**src/rtl/ptx_pkg.sv**
```systemverilog
package ptx_pkg;

    typedef enum logic [1:0] {
        ST_IDLE = 2'b00,
        ST_GAP  = 2'b01,
        ST_SEND = 2'b10
    } ptx_state_e;

    typedef enum logic [1:0] {
        RATE_SLOW = 2'd0,
        RATE_MID  = 2'd1,
        RATE_FAST = 2'd2
    } ptx_rate_e;

    localparam logic [1:0] RATE_BAD = 2'd3;
    localparam int unsigned BYTE_W  = 8;

endpackage

```
**src/rtl/ptx_bit_timer.sv**
```systemverilog
module ptx_bit_timer #(
    parameter int unsigned DIV_SLOW = 1280,
    parameter int unsigned DIV_MID  = 40,
    parameter int unsigned DIV_FAST = 16
) (
    input  logic       clk,
    input  logic       rst_n,
    input  logic       run_i,
    input  logic [1:0] rate_i,
    output logic       tick_o
);
    import ptx_pkg::*;

    localparam int unsigned DIV_HI  = (DIV_SLOW > DIV_MID) ? DIV_SLOW : DIV_MID;
    localparam int unsigned DIV_MAX = (DIV_HI > DIV_FAST) ? DIV_HI : DIV_FAST;
    localparam int unsigned CNT_W   = $clog2(DIV_MAX + 1);

    logic [CNT_W-1:0] cnt_d, cnt_q;
    logic [CNT_W-1:0] reload;

    always_comb begin
        case (rate_i)
            RATE_MID:  reload = CNT_W'(DIV_MID - 1);
            RATE_FAST: reload = CNT_W'(DIV_FAST - 1);
            default:   reload = CNT_W'(DIV_SLOW - 1);
        endcase
    end

    assign tick_o = run_i && (cnt_q == '0);

    always_comb begin
        cnt_d = cnt_q;
        if (!run_i || cnt_q == '0) begin
            cnt_d = reload;
        end else begin
            cnt_d = cnt_q - CNT_W'(1);
        end
    end

    always_ff @(posedge clk) begin
        if (!rst_n) begin
            cnt_q <= '0;
        end else begin
            cnt_q <= cnt_d;
        end
    end

endmodule

```
**src/rtl/ptx_gap_timer.sv**
```systemverilog
module ptx_gap_timer #(
    parameter int unsigned TA_CYCLES = 400
) (
    input  logic clk,
    input  logic rst_n,
    input  logic load_i,
    output logic expired_o
);
    localparam int unsigned TA_W = $clog2(TA_CYCLES + 1);

    logic [TA_W-1:0] cnt_d, cnt_q;

    assign expired_o = (cnt_q == '0);

    always_comb begin
        cnt_d = cnt_q;
        if (load_i) begin
            cnt_d = TA_W'(TA_CYCLES - 1);
        end else if (cnt_q != '0) begin
            cnt_d = cnt_q - TA_W'(1);
        end
    end

    always_ff @(posedge clk) begin
        if (!rst_n) begin
            cnt_q <= '0;
        end else begin
            cnt_q <= cnt_d;
        end
    end

endmodule

```
**src/rtl/ptx_crc16.sv**
```systemverilog
module ptx_crc16 #(
    parameter logic [15:0] POLY = 16'h1021
) (
    input  logic [15:0] crc_i,
    input  logic [7:0]  byte_i,
    output logic [15:0] crc_o
);
    always_comb begin
        logic [15:0] acc;
        logic        fb;
        acc = crc_i;
        for (int i = 7; i >= 0; i--) begin
            fb  = acc[15] ^ byte_i[i];
            acc = {acc[14:0], 1'b0} ^ (fb ? POLY : 16'h0000);
        end
        crc_o = acc;
    end

endmodule

```
**src/rtl/ptx_frame_tx.sv**
```systemverilog
module ptx_frame_tx #(
    parameter int unsigned MAX_LEN    = 124,
    parameter int unsigned MIN_LEN    = 2,
    parameter int unsigned TA_CYCLES  = 400,
    parameter int unsigned DIV_SLOW   = 1280,
    parameter int unsigned DIV_MID    = 40,
    parameter int unsigned DIV_FAST   = 16,
    parameter logic [15:0] START_WORD = 16'hA96E,
    parameter logic [7:0]  CTRL_BYTE  = 8'h50,
    parameter logic [7:0]  END_BYTE   = 8'hD4,
    parameter logic [15:0] CRC_POLY   = 16'h1021,
    parameter logic [15:0] CRC_INIT   = 16'hFFFF,
    localparam int unsigned LEN_W     = $clog2(MAX_LEN + 1),
    localparam int unsigned ADDR_W    = $clog2(MAX_LEN)
) (
    input  logic              clk,
    input  logic              rst_n,
    input  logic              start_i,
    input  logic [1:0]        rate_i,
    input  logic [LEN_W-1:0]  len_i,
    output logic              rd_en_o,
    output logic [ADDR_W-1:0] rd_addr_o,
    input  logic [7:0]        rd_data_i,
    output logic              sout_o,
    output logic              tx_en_o,
    output logic              done_o
);
    import ptx_pkg::*;

    // index of a byte inside the frame; the longest frame has MAX_LEN + 6 bytes
    localparam int unsigned IDX_W  = $clog2(MAX_LEN + 6);
    localparam int unsigned HDR_N  = 3;   // start word + control byte
    localparam int unsigned TAIL_N = 3;   // CRC word + closing byte

    typedef struct packed {
        ptx_state_e        st;
        logic [1:0]        rate;
        logic [LEN_W-1:0]  len;
        logic [IDX_W-1:0]  idx;
        logic [2:0]        bit_n;
        logic [7:0]        shift;
        logic [7:0]        dbuf;
        logic              pend;
        logic [15:0]       crc;
        logic              rd_en;
        logic [ADDR_W-1:0] rd_addr;
        logic              tx_en;
        logic              done;
    } ptx_regs_t;

    ptx_regs_t r_d, r_q;

    logic             bit_tick;
    logic             gap_load;
    logic             gap_expired;
    logic             start_ok;
    logic [IDX_W-1:0] ld_idx;
    logic [IDX_W-1:0] last_idx;
    logic [IDX_W-1:0] data_end;
    logic             ld_is_data;
    logic             ld_needs_rd;
    logic [7:0]       byte_sel;
    logic [15:0]      crc_next;

    ptx_bit_timer #(
        .DIV_SLOW (DIV_SLOW),
        .DIV_MID  (DIV_MID),
        .DIV_FAST (DIV_FAST)
    ) u_bit_timer (
        .clk    (clk),
        .rst_n  (rst_n),
        .run_i  (r_q.st == ST_SEND),
        .rate_i (r_q.rate),
        .tick_o (bit_tick)
    );

    ptx_gap_timer #(
        .TA_CYCLES (TA_CYCLES)
    ) u_gap_timer (
        .clk       (clk),
        .rst_n     (rst_n),
        .load_i    (gap_load),
        .expired_o (gap_expired)
    );

    ptx_crc16 #(
        .POLY (CRC_POLY)
    ) u_crc (
        .crc_i  (r_q.crc),
        .byte_i (byte_sel),
        .crc_o  (crc_next)
    );

    assign start_ok = start_i && (rate_i != RATE_BAD)
                   && (len_i >= LEN_W'(MIN_LEN)) && (len_i <= LEN_W'(MAX_LEN));

    assign data_end = IDX_W'(r_q.len) + IDX_W'(HDR_N - 1);
    assign last_idx = IDX_W'(r_q.len) + IDX_W'(HDR_N + TAIL_N - 1);
    assign ld_idx   = (r_q.st == ST_GAP) ? '0 : (r_q.idx + IDX_W'(1));

    // the byte loaded now is data, and the byte after it is data (needs prefetch)
    assign ld_is_data  = (ld_idx >= IDX_W'(HDR_N)) && (ld_idx <= data_end);
    assign ld_needs_rd = (ld_idx >= IDX_W'(HDR_N - 1)) && (ld_idx < data_end);

    always_comb begin
        if (ld_idx == IDX_W'(0)) begin
            byte_sel = START_WORD[15:8];
        end else if (ld_idx == IDX_W'(1)) begin
            byte_sel = START_WORD[7:0];
        end else if (ld_idx == IDX_W'(2)) begin
            byte_sel = CTRL_BYTE;
        end else if (ld_is_data) begin
            byte_sel = r_q.dbuf;
        end else if (ld_idx == data_end + IDX_W'(1)) begin
            byte_sel = r_q.crc[15:8];
        end else if (ld_idx == data_end + IDX_W'(2)) begin
            byte_sel = r_q.crc[7:0];
        end else begin
            byte_sel = END_BYTE;
        end
    end

    always_comb begin
        r_d       = r_q;
        r_d.rd_en = 1'b0;
        r_d.done  = 1'b0;
        r_d.pend  = r_q.rd_en;
        gap_load  = 1'b0;
        if (r_q.pend) begin
            r_d.dbuf = rd_data_i;
        end

        case (r_q.st)
            ST_IDLE: begin
                if (start_ok) begin
                    r_d.st    = ST_GAP;
                    r_d.rate  = rate_i;
                    r_d.len   = len_i;
                    r_d.crc   = CRC_INIT;
                    r_d.idx   = '0;
                    r_d.bit_n = '0;
                    r_d.shift = '0;
                    gap_load  = 1'b1;
                end
            end

            ST_GAP: begin
                if (gap_expired) begin
                    r_d.st    = ST_SEND;
                    r_d.tx_en = 1'b1;
                    r_d.idx   = '0;
                    r_d.bit_n = '0;
                    r_d.shift = byte_sel;
                end
            end

            ST_SEND: begin
                if (bit_tick) begin
                    if (r_q.bit_n != 3'd7) begin
                        r_d.shift = {r_q.shift[6:0], 1'b0};
                        r_d.bit_n = r_q.bit_n + 3'd1;
                    end else if (r_q.idx == last_idx) begin
                        r_d.st    = ST_IDLE;
                        r_d.tx_en = 1'b0;
                        r_d.done  = 1'b1;
                        r_d.shift = '0;
                    end else begin
                        r_d.idx   = ld_idx;
                        r_d.bit_n = '0;
                        r_d.shift = byte_sel;
                        if (ld_idx == IDX_W'(2) || ld_is_data) begin
                            r_d.crc = crc_next;
                        end
                        if (ld_needs_rd) begin
                            r_d.rd_en   = 1'b1;
                            r_d.rd_addr = ADDR_W'(ld_idx - IDX_W'(HDR_N - 1));
                        end
                    end
                end
            end

            default: begin
                r_d = '0;
            end
        endcase
    end

    always_ff @(posedge clk) begin
        if (!rst_n) begin
            r_q <= '0;
        end else begin
            r_q <= r_d;
        end
    end

    assign rd_en_o   = r_q.rd_en;
    assign rd_addr_o = r_q.rd_addr;
    assign sout_o    = r_q.shift[7];
    assign tx_en_o   = r_q.tx_en;
    assign done_o    = r_q.done;

endmodule

```
**config.mk**
```make
export PLATFORM = sky130hd
export DESIGN_NAME = ptx_frame_tx
export DESIGN_NICKNAME = d
export VERILOG_FILES = /design/src/rtl/ptx_pkg.sv /design/src/rtl/ptx_bit_timer.sv /design/src/rtl/ptx_gap_timer.sv /design/src/rtl/ptx_crc16.sv /design/src/rtl/ptx_frame_tx.sv
export SDC_FILE = /design/constraint.sdc
export NUM_CORES = 1
export LEC_CHECK = 0
export ABC_CLOCK_PERIOD_IN_PS = 7800
export BUFFER_PORTS_ARGS = -buffer_cell sky130_fd_sc_hd__buf_2
export CORE_MARGIN = 3
export CORE_UTILIZATION = 40
export CTS_BUF_LIST = sky130_fd_sc_hd__clkbuf_8
export DETAILED_ROUTE_END_ITERATION = 10
export SLEW_MARGIN = 20
export SYNTH_ARGS = -nofsm -noshare
export SYNTH_HDL_FRONTEND = slang
export SYNTH_SLANG_ARGS = --single-unit
export TNS_END_PERCENT = 20
```
**constraint.sdc**
```tcl
create_clock -name clk -period 7.8 [get_ports clk]
set_clock_uncertainty 0.15 [all_clocks]
set_input_delay 0.39 -clock clk [delete_from_list [all_inputs] [get_ports clk]]
set_output_delay 0.39 -clock clk [all_outputs]
set_load 0.01 [all_outputs]
```
# After elaboration in Yosys (flattened, before gate mapping)
# Index checks and enable logic that the tools add are counted.
# classes
add_sub_neg	9
n_eq_ne	20
shift	0
order_cmp	6
div_mod_pow	0
reduce_logical	29
n_mul	0
n_bitwise	23
muxes	46
# op_table
operator	n
bitwise XOR 16 bit	8
two-way mux 13 bit	8
two-way mux 8 bit	10
case mux 19 bit (3 select lines)	1
two-way mux 26 bit	2
case mux 16 bit (3 select lines)	1
two-way mux 19 bit	2
two-way mux 11 bit	3
two-way mux 16 bit	2
two-way mux 30 bit	1
equality test 8 bit	3
two-way mux 24 bit	1
case mux 11 bit (2 select lines)	1
AND reduction 5 bit	4
two-way mux 9 bit	2
inequality test 2 bit (second input constant)	9
case mux 9 bit (2 select lines)	1
adder 8 x 1 -> 8 bit (second input constant)	2
greater-or-equal comparator 8 x 2 -> 1 bit (second input constant)	2
case mux 8 bit (2 select lines)	1
logical NOT 11 bit	1
subtractor 11 x 1 -> 11 bit (second input constant)	1
two-way mux 2 bit	5
logical NOT 9 bit	1
34 further kinds	61
# word_totals
input_bits	20
wordCells	149
latchBits	0
mem_count	0
ff_bits	85
ramBits	0
mem_bits_ro	0
output_inout_bits	11

# Logic depth before layout (Yosys ltp)
# depth
depth_word	38
mapped_depth	21
ltp_nobuf	17

# Cells and area by module
# From an unflattened synthesis, not the netlist that was laid out.
# hier_totals
cells_unflattened	685
hier_area_um2	5958.2
# modules_own_cells
mod	cells_per_inst	n_inst	area_each_um2
ptx_frame_tx	541	1	4480.5
ptx_bit_timer	66	1	609.3
ptx_gap_timer	53	1	480.5
ptx_crc16	25	1	387.9

# Worst setup path after synthesis
# OpenSTA, ideal clock, no wires.
# synth_path
kind	reg2reg
from	register r_q[64] (netlist name)
to	register r_q[24] (netlist name)
period_less_slack_ps	4381
path_slack_ps	3419
path_stages_with_launch	21
setup_time_ps	74
t_required_ps	7576
arrival_time_ps	4157
cell_sequence	dfxtp_1 inv_1 ha_1 clkbuf_1 clkbuf_1 nand2b_1 clkbuf_1 inv_1 ha_1 nor2b_1 o211ai_1 a21oi_1 o31a_1 or2_1 clkbuf_1 o21ai_0 a2111oi_0 nor3_1 xor2_1 or4bb_1 o211ai_2
# synth_via
elab_chain_len	25
# synth_lines
element	line_no	source
from (decl)	ptx_frame_tx.sv:51	ptx_regs_t r_d, r_q;
from (signal assigned)	ptx_frame_tx.sv:192	r_q <= r_d;
parallel branches: the longest is 25 deep, another holds greater-or-equal comparator 8 x 2 -> 1 bit	--	
# Parallel ways; which one is timed is not known. The select of a mux whose other input is x is not followed.
# A chain may end at the register's enable or synchronous reset.

# Worst setup path in the final report
# Same ends and word-level chain as after synthesis.

==> metrics.csv <==
stage,metric,value,unit
routing,wirelength,15600,um
clock_tree,clk_latency,390,ps
logic_synthesis,yosysWarnings,0,
setup_path,start_kind,flop,
logic_synthesis,synth_flop_cell,dfxtp_1,
finish,drive_gt1_frac,0.0927,
clock_tree,htree_levels,3,
floorplan,rows,43,
floorplan,die_h,127,um
setup_path,cp-end-kind,flop,
timing,hold_viol,0,
pwr,pwr_density_cell,294,nW/um2
timing,relSlewSlack,0.407,
logic_synthesis,post-synth-top-area-fraction,0.289,
global_route,met1_usage,0.253,
clock_tree,ctsResizeCount,0,
logic_synthesis,async_reset_ff_frac,0,
clock_tree,root_buffer,clkbuf_8,
placement,dp_cells,919,
global_route,overflow,0,
floorplan,die_w,127,um
clock_tree,cts_hold_buffers,0,
global_route,grtUsageMet2,0.318,
placement,port_buffers,30,
global_route,use_met3,0.0393,
routing,drc,0,
setup_path,critPathMaxFanout,27,
routing,avgViaCountPerCell,5.83,
finish,diodes,0,
pwr,power_leakage,2.36,nW
clock_tree,cts_tree,yes,
clock_tree,cts_buffers,9,
routing,drt_first_pass_iters,5,
timing,slew_violations,0,
setup_path,crit_required,7950,ps
logic_synthesis,synth_area_leaders,"dfxtp_1 29%, nor2_1 5.9%, ha_1 5.3%",
finish,syn_to_final_growth,6.04,%
floorplan,dieArea,16200,um2
timing,period_share,0.712,
logic_synthesis,yosysTopAreaCell,dfxtp_1,
logic_synthesis,ys_ff_latch,85,
logic_synthesis,synth_edf_count,0,
setup_path,path_class,reg2reg,
clock_tree,post_cts_buffers,0,
timing,fin_crit,5550,ps
timing,rsz0062_at_grt,false,
finish,finish.net_count,795,
placement,gp_congestion,0.938,
floorplan,coreArea,14100,um2
logic_synthesis,postSynthAreaPerCell,7.80,um2
global_route,track_usage,0.193,
clock_tree,clk_pin_slew,100,ps
floorplan,start_util,0.416,
placement,place_area,6040,um2
setup_path,rrSetupSlack,2250,ps
clock_tree,cts_buffer_depth,2,
logic_synthesis,syn_inst,754,
outcome,status,"complete, no violations",
global_route,antenna_found_initial,0,
job,cap_violations,0,
logic_synthesis,ys_top_cells_by_count,"93 x nor2_1, 85 x dfxtp_1, 55 x a21oi_1, 48 x nand2_1, 48 x o21ai_0",
finish,stdcell_area,6240,um2
routing,drtIter0Drc,541,
setup_path,cp_data_arrival_time,5700,ps
routing,wl_per_cell,16.7,um
global_route,grt_start_max_net_pins,50,
timing,setup_viol,0,
hold_path,worstHoldStart,rd_data_i[5],
placement,place_hpwl,11700,um
clock_tree,cts_sinks,85,
setup_path,regToRegStartpoint,r_q[64],
logic_synthesis,synth_cell_types,77,
logic_synthesis,synth_area,5880,um2
logic_synthesis,syn_nets,799,
global_route,grt_pass1_wl,25700,um
routing,postRouteAntennaNets,0,
setup_path,crit_start,r_q[64],
global_route,grt-busiest-layer,met2,
timing,fmax,180,MHz
pwr,max-vdd-ir-drop,0.0965,mV
logic_synthesis,yosysMostFrequentCell,nor2_1,
routing,vias,5450,
floorplan,ioPinCount,31,
timing,max_slew.worst_pin.slew,889,ps
global_route,grt_pass1_vias,5195,
finish,final_cells,935,
timing,setup_tns,0,ps
logic_synthesis,seq_area_frac_synth,0.289,
hold_path,min_path_type,in2reg,
## state kept, by name, summed over array words and instances (netlist names)
name               count
u_gap_timer.cnt_q      9
r_q                   54
rd_en_o                1
done_o                 1
tx_en_o                1
sout_o                 1
rd_addr_o              7
u_bit_timer.cnt_q     11
## kinds of logic (layout without fill, tap and decap cells)
kind of cell	after synthesis	count (layout)	synth area share
XOR/XNOR	54	54	0.0889
AO/OA/AOI/OAI	196	196	0.216
adder cells (fa/ha/maj)	25	25	0.0532
flip-flops	85	85	0.289
AND/OR/NAND/NOR	291	291	0.255
buffers and inverters	85	86	0.0638
multiplexers	18	18	0.0332
## final timing paths
kind	endpoint	depth (start not counted)
max reg2reg	r_q[24]	16
min	r_q[32]	3
max	r_q[24]	16
min reg2reg	r_q[26]	2
## where the power goes
part / switching [mW] / leakage [nW] / total (mW) / internal, mW
clock network: 0.171 / 0.106 / 0.318 / 0.147
logic: 0.532 / 1.56 / 0.883 / 0.351
registers: 0.111 / 0.695 / 0.633 / 0.522
## metrics by stage
stage / setup WS, ps / util / hold slack (ps) / power, mW
after global routing: 1800 / 0.441 / 100 / 1.98
final: 2250 / 0.441 / 83.1 / 1.83
after CTS: 2280 / 0.441 / 71.7 / 1.83
after floorplan: 3420 / - / 282 / 1.31
after detailed placement: 2340 / 0.427 / 282 / 1.51
after global placement: 2590 / 0.427 / 270 / 1.48
## per-layer routing
| metal | vias to the layer above | wire length, um |
|---|---|---|
| li1 | 2684 | - |
| met1 | 2597 | 7140 |
| met2 | 146 | 7350 |
| met3 | 23 | 781 |
| met4 | 0 | 331 |
| met5 | - | 0 |
## critical path, cell delays in order, from the launching register on
cell      delay (ps)
dfxtp_1          350
inv_1             80
ha_1             740
nor2b_1          100
mux2i_1          490
inv_1            170
ha_1             360
a21oi_1          150
a21oi_1          100
o31a_1           350
nor2_1           600
a21oi_1          160
o21ai_1          230
and3_1           520
o21ai_0          260
or4b_1           570
o211ai_2          90
## layout by cell type, fill, tap and decap left out, types with 5 or more instances in the layout
cell type and count:
nand3b_1 5, or2_2 5, buf_2 30, nor4_1 9, nand2_1 48, and3_1 9
nor2_1 93, inv_1 38, o21ai_0 48, a221oi_1 6, nand3_1 20, nand4_1 6
nand2b_1 15, a31oi_1 6, a211oi_1 8, ha_1 25, o31a_1 5, nor2b_1 11
xor2_1 20, o31ai_1 5, o211ai_1 6, and2_1 7, a21oi_1 55, dfxtp_1 85
nor3_1 29, mux2i_1 15, xnor2_1 30, a22oi_1 14, clkbuf_8 9
## area by class of cell
type	count	area, um2
Timing Repair Buffer	32	165
Multi-Input combinational cell	584	3810
Sequential cell	85	1700
Fill cell	1441	7910
Clock buffer	9	124
Inverter	38	143
Clock inverter	7	68.8
Tap cell	180	225
Power figures use the tool's default switching activity.
